$ cat src/rtl/wait_state_pkg.sv
package wait_state_pkg;
  localparam int unsigned SPEED_W = 2;
  localparam int unsigned TICK_W  = 5;

  typedef logic [SPEED_W-1:0] speed_t;
  typedef enum logic [1:0] {RGN_EXT, RGN_IO, RGN_ROM} region_e;

  // bus divider: the two slow codes are stretched beyond the timer step
  function automatic int unsigned bus_units(speed_t s);
    case (s)
      2'd0:    return 2;
      2'd1:    return 4;
      2'd2:    return 10;
      default: return 20;
    endcase
  endfunction

  function automatic int unsigned tick_units(speed_t s);
    return 2 << s;
  endfunction
endpackage

$ cat src/rtl/wait_state_sel.sv
module wait_state_sel
  import wait_state_pkg::*;
#(
  parameter int unsigned ADDR_W   = 16,
  parameter int unsigned PAGE_LSB = 4,
  parameter logic [ADDR_W-1:0] IO_BASE  = 16'h00F0,
  parameter logic [ADDR_W-1:0] ROM_BASE = 16'hFFC0
) (
  input  logic [ADDR_W-1:0] addr_i,
  input  logic              rom_en_i,
  input  speed_t            int_speed_i,
  input  speed_t            ext_speed_i,
  output region_e           region_o,
  output speed_t            speed_o
);
  localparam int unsigned TAG_W = ADDR_W - PAGE_LSB;

  logic io_hit, rom_hit;

  assign io_hit  = addr_i[ADDR_W-1:PAGE_LSB] == IO_BASE[ADDR_W-1:PAGE_LSB];
  assign rom_hit = rom_en_i && (addr_i >= ROM_BASE);

  always_comb begin
    if (io_hit)       region_o = RGN_IO;
    else if (rom_hit) region_o = RGN_ROM;
    else              region_o = RGN_EXT;
  end

  assign speed_o = (region_o == RGN_EXT) ? ext_speed_i : int_speed_i;

  logic [TAG_W-1:0] unused_tag;
  assign unused_tag = '0;
endmodule

$ cat src/rtl/wait_state_cost.sv
module wait_state_cost
  import wait_state_pkg::*;
#(
  parameter int unsigned MCLK_MULT = 12,
  parameter int unsigned CNT_W     = 8
) (
  input  speed_t             speed_i,
  input  logic               half_i,
  output logic [CNT_W-1:0]   mclk_o,
  output logic [TICK_W-1:0]  tick_o
);
  localparam int unsigned NCODE = 1 << SPEED_W;

  logic [CNT_W-1:0]  mclk_tab [NCODE];
  logic [TICK_W-1:0] tick_tab [NCODE];

  for (genvar g = 0; g < NCODE; g++) begin : g_tab
    assign mclk_tab[g] = CNT_W'(MCLK_MULT * bus_units(speed_t'(g)));
    assign tick_tab[g] = TICK_W'(tick_units(speed_t'(g)));
  end

  assign mclk_o = mclk_tab[speed_i] >> half_i;
  assign tick_o = tick_tab[speed_i] >> half_i;
endmodule

$ cat src/rtl/wait_state_timer.sv
module wait_state_timer #(
  parameter int unsigned CNT_W = 8
) (
  input  logic             clk_i,
  input  logic             rst_ni,
  input  logic             start_i,
  input  logic [CNT_W-1:0] len_i,
  output logic             busy_o,
  output logic             last_o
);
  logic [CNT_W-1:0] cnt_q;
  logic             busy_q;

  assign busy_o = busy_q;
  assign last_o = busy_q && (cnt_q == '0);

  always_ff @(posedge clk_i or negedge rst_ni) begin
    if (!rst_ni) begin
      busy_q <= 1'b0;
      cnt_q  <= '0;
    end else if (start_i) begin
      busy_q <= 1'b1;
      cnt_q  <= len_i - CNT_W'(1);
    end else if (busy_q) begin
      if (cnt_q == '0) busy_q <= 1'b0;
      else             cnt_q  <= cnt_q - CNT_W'(1);
    end
  end
endmodule

$ cat src/rtl/wait_state_gen.sv
module wait_state_gen
  import wait_state_pkg::*;
#(
  parameter int unsigned ADDR_W    = 16,
  parameter int unsigned MCLK_MULT = 12,
  parameter logic [ADDR_W-1:0] IO_BASE  = 16'h00F0,
  parameter logic [ADDR_W-1:0] ROM_BASE = 16'hFFC0
) (
  input  logic              clk_i,
  input  logic              rst_ni,
  input  logic              req_i,
  input  logic [ADDR_W-1:0] addr_i,
  input  logic              half_i,
  input  logic [1:0]        int_speed_i,
  input  logic [1:0]        ext_speed_i,
  input  logic              rom_en_i,
  output logic              busy_o,
  output logic              done_o,
  output logic              tick_valid_o,
  output logic [4:0]        tick_amt_o
);
  localparam int unsigned MAX_LEN = MCLK_MULT * 20;
  localparam int unsigned CNT_W   = $clog2(MAX_LEN + 1);

  region_e           region;
  speed_t            speed;
  logic [CNT_W-1:0]  len;
  logic [TICK_W-1:0] tick;
  logic              accept;

  wait_state_sel #(
    .ADDR_W(ADDR_W), .IO_BASE(IO_BASE), .ROM_BASE(ROM_BASE)
  ) u_sel (
    .addr_i(addr_i), .rom_en_i(rom_en_i),
    .int_speed_i(int_speed_i), .ext_speed_i(ext_speed_i),
    .region_o(region), .speed_o(speed)
  );

  wait_state_cost #(.MCLK_MULT(MCLK_MULT), .CNT_W(CNT_W)) u_cost (
    .speed_i(speed), .half_i(half_i), .mclk_o(len), .tick_o(tick)
  );

  // a request in the final busy cycle chains straight on
  assign accept = req_i && (!busy_o || done_o);

  wait_state_timer #(.CNT_W(CNT_W)) u_tmr (
    .clk_i(clk_i), .rst_ni(rst_ni), .start_i(accept), .len_i(len),
    .busy_o(busy_o), .last_o(done_o)
  );

  assign tick_valid_o = accept;
  assign tick_amt_o   = accept ? tick : '0;

  region_e unused_region;
  assign unused_region = region;
endmodule

$ cat config.mk
export PLATFORM = sky130hd
export DESIGN_NAME = wait_state_gen
export DESIGN_NICKNAME = d
export VERILOG_FILES = /design/src/rtl/wait_state_pkg.sv /design/src/rtl/wait_state_sel.sv /design/src/rtl/wait_state_cost.sv /design/src/rtl/wait_state_timer.sv /design/src/rtl/wait_state_gen.sv
export SDC_FILE = /design/constraint.sdc
export NUM_CORES = 1
export LEC_CHECK = 0
export BUFFER_PORTS_ARGS = -buffer_cell sky130_fd_sc_hd__buf_2
export CORE_MARGIN = 5
export CORE_UTILIZATION = 49
export DETAILED_ROUTE_END_ITERATION = 16
export PLACE_DENSITY = 0.83
export SYNTH_ARGS = -nofsm -noshare
export SYNTH_HDL_FRONTEND = slang
export SYNTH_SLANG_ARGS = --single-unit
$ cat constraint.sdc
create_clock -name clk_i -period 8.25 [get_ports clk_i]
set_clock_uncertainty 0.15 [all_clocks]
set_input_delay 0.825 -clock clk_i [delete_from_list [all_inputs] [get_ports clk_i]]
set_output_delay 0.825 -clock clk_i [all_outputs]
set_load 0.1 [all_outputs]
==> impl_metrics.py <==
metrics = {
    "floorplanning": {
        "die_y_um": 48.8,
        "initial_utilization": 0.501,
        "dieArea_um2": 2380,
        "die_x_um": 48.8,
        "num_rows": 14,
        "ioPinCount": 33,
        "core-area_um2": 1470,
    },
    "logic_synthesis": {
        "synth_top_area_frac": 0.306,
        "synth-seq-cells": 9,
        "ys_async_sr_fraction": 1.00,
        "yosys_warnings": 0,
        "yosys-top-cells-area": "dfrtp_1, nor3_1, a21oi_1",
        "syn-cell-area_um2": 737,
        "syn_avg_cell_area_um2": 8.28,
        "synth.distinct_cells": 39,
        "synth-edff-count": 0,
        "synth_nets": 115,
        "ys.flop_type": "dfrtp_1",
        "synth_common_cells": "dfrtp_1, nor2_1, nor3_1",
        "seq_area_frac_synth": 0.306,
        "syn_inst": 89,
        "yosysTopAreaCell": "dfrtp_1",
    },
    "detailed_routing": {
        "antenna_left": 0,
        "drt_iter0_drc": 20,
        "dr.pass1.iters": 4,
        "via_count": 785,
        "drt-wirelength-per-cell_um": 15.0,
        "drc": 0,
        "finalWirelength_um": 1990,
        "vias_per_cell": 5.90,
    },
    "worst_setup_path": {
        "cp-end-kind": "output pin",
        "cpMaxStageDelayCell": "o41ai_4",
        "cp_slowest_stage_delay_ns": 0.61,
        "crit_fanout": 12,
        "startpoint_type": "register",
        "crit_buf_inv": 1,
        "cp_cell_sequence": "or3_1 > o41ai_4 > nand2_2 > a21oi_1 > nor2b_1 > buf_2",
        "critPathRequiredTime_ns": 7.28,
        "arrival_ns": 2.94,
        "critical_path_class": "register to output pin",
        "path_delay_family": "simple AND/OR/NAND/NOR gates",
    },
    "sta": {
        "slew_headroom": 0.601,
        "finalSetupViolCount": 0,
        "fin_crit_sh": 0.474,
        "final-hold-violation-count": 0,
        "rsz0062_at_grt": "false",
        "tns_ns": 0,
        "tightest_slew_ns": 0.597,
        "clock.fmax_mhz": 255,
        "period_needed_ns": 3.91,
        "report.final.slew_viol_count": 0,
    },
    "clock_network": {
        "postCtsHoldBufs": 0,
        "cts.repair.resized": 0,
        "clkTransAtPathRegs_ns": 0.07,
        "cts_max_level": 1,
        "root_buffer": "clkbuf_4",
        "clk-insertion-delay-late_ns": 0.27,
        "cts_buffers": 3,
        "cts_tree": "done",
        "cts.sink_count": 9,
        "cts.path.max_buffers": 2,
        "post_cts_buffers": 0,
    },
    "power": {
        "leakagePower_nw": 0.443,
        "vdd_drop_max_uv": 142,
        "p_per_area_nw_per_um2": 226,
    },
    "min_path": {
        "hold_path_class": "input port to async pin",
    },
    "final_layout": {
        "antennaDiodeCount": 0,
        "final_cells": 133,
        "drive_above_1_share": 0.333,
        "final_util": 0.606,
        "area.growth.synth_to_final_pct": 21.1,
        "nFillCells": 148,
        "nNetsFinal": 144,
    },
    "global_routing": {
        "grt_pass1_vias": 768,
        "grt_antenna_before_repair": 0,
        "grt-ovfl-total": 0,
        "grt_pass1_wl_um": 3250,
        "grt_usage": 0.172,
        "grt_max_degree": 13,
    },
    "placed_design": {
        "gp_congestion": 0.834,
        "dp_cells": 129,
        "numPortBuffers": 28,
        "dp_hpwl_um": 1580,
    },
    "run": {
        "cap_violations": 0,
    },
    "outcome": {
        "outcome": "complete, no violations",
    },
}
-- stage by stage --
stage	setup slack (ns)	cell area [µm²]	hold slack (ns)	total power, mW
4_1_cts	4.31	892	0.251	0.203
6_report	4.34	892	0.245	0.202
2_1_floorplan	3.15	737	0.303	0.148
5_1_grt	4.18	892	0.251	0.219
3_3_place_gp	4.49	866	0.328	0.160
3_5_place_dp	4.45	866	0.343	0.166
-- registers in the layout (all words and copies together) (netlist names) --
register      count
u_tmr.busy_o      1
u_tmr.cnt_q       8
-- layout by cell type (no fill, tap or decap), drive strengths merged, types with 2 or more instances in the layout --
master	instances
buf	28
dfrtp	9
nor4	3
mux2i	2
nor3	9
clkbuf	4
o21ai	4
nand4	2
or3	2
nor2b	2
inv	4
nand3	3
nand2	8
nor2	9
a21oi	7
nor3b	2
-- final cells by class --
type,instances,area [µm²],area share
inverters,4,15.0,0.0168
flip-flops and latches,9,225,0.252
repair buffers,28,140,0.157
clock buffers,4,26.3,0.0295
well taps,16,20.0,0.0224
multi-input cells,72,465,0.522
-- kinds of logic (layout without fill, tap and decap cells) --
group	count (synthesis)	after routing	share of synthesized area
adder cells (fa/ha/maj)	1	1	0.0170
AO/OA/AOI/OAI	21	21	0.212
flip-flops	9	9	0.306
multiplexers	3	3	0.0424
buffers and inverters	8	36	0.0628
XOR/XNOR	1	1	0.0119
AND/OR/NAND/NOR	46	46	0.348
-- worst paths after layout --
kind / from / end / slack, ns / depth (start not counted)
min: rst_ni / u_tmr.cnt_q[7]$_DFFE_PN0P_ / 0.25 / 1
min reg2reg: u_tmr.cnt_q[0]$_DFFE_PN0P_ / u_tmr.cnt_q[0]$_DFFE_PN0P_ / 0.35 / 1
max in group asynchronous: rst_ni / u_tmr.cnt_q[5]$_DFFE_PN0P_ / 7.52 / 1
max reg2reg: u_tmr.cnt_q[2]$_DFFE_PN0P_ / u_tmr.cnt_q[6]$_DFFE_PN0P_ / 4.82 / 10
min in group clk_i: u_tmr.cnt_q[0]$_DFFE_PN0P_ / u_tmr.cnt_q[0]$_DFFE_PN0P_ / 0.35 / 1
max: u_tmr.cnt_q[2]$_DFFE_PN0P_ / tick_amt_o[2] / 4.34 / 6
-- per-layer routing --
layer,vias up,GRT usage,routed length (µm),share of wire
met5,-,0,0,0
met4,0,0.139,68,0.034
met3,7,0.0183,97,0.049
met2,25,0.296,1010,0.51
met1,365,0.188,810,0.41
li1,388,-,-,-
-- where the power goes --
part           leakage (nW)  switching, mW  internal (mW)
combinational         0.325         0.0438         0.0354
sequential            0.103         0.0228         0.0631
clock                0.0150         0.0179         0.0188
Note: power is estimated with default switching activity, not from simulation.
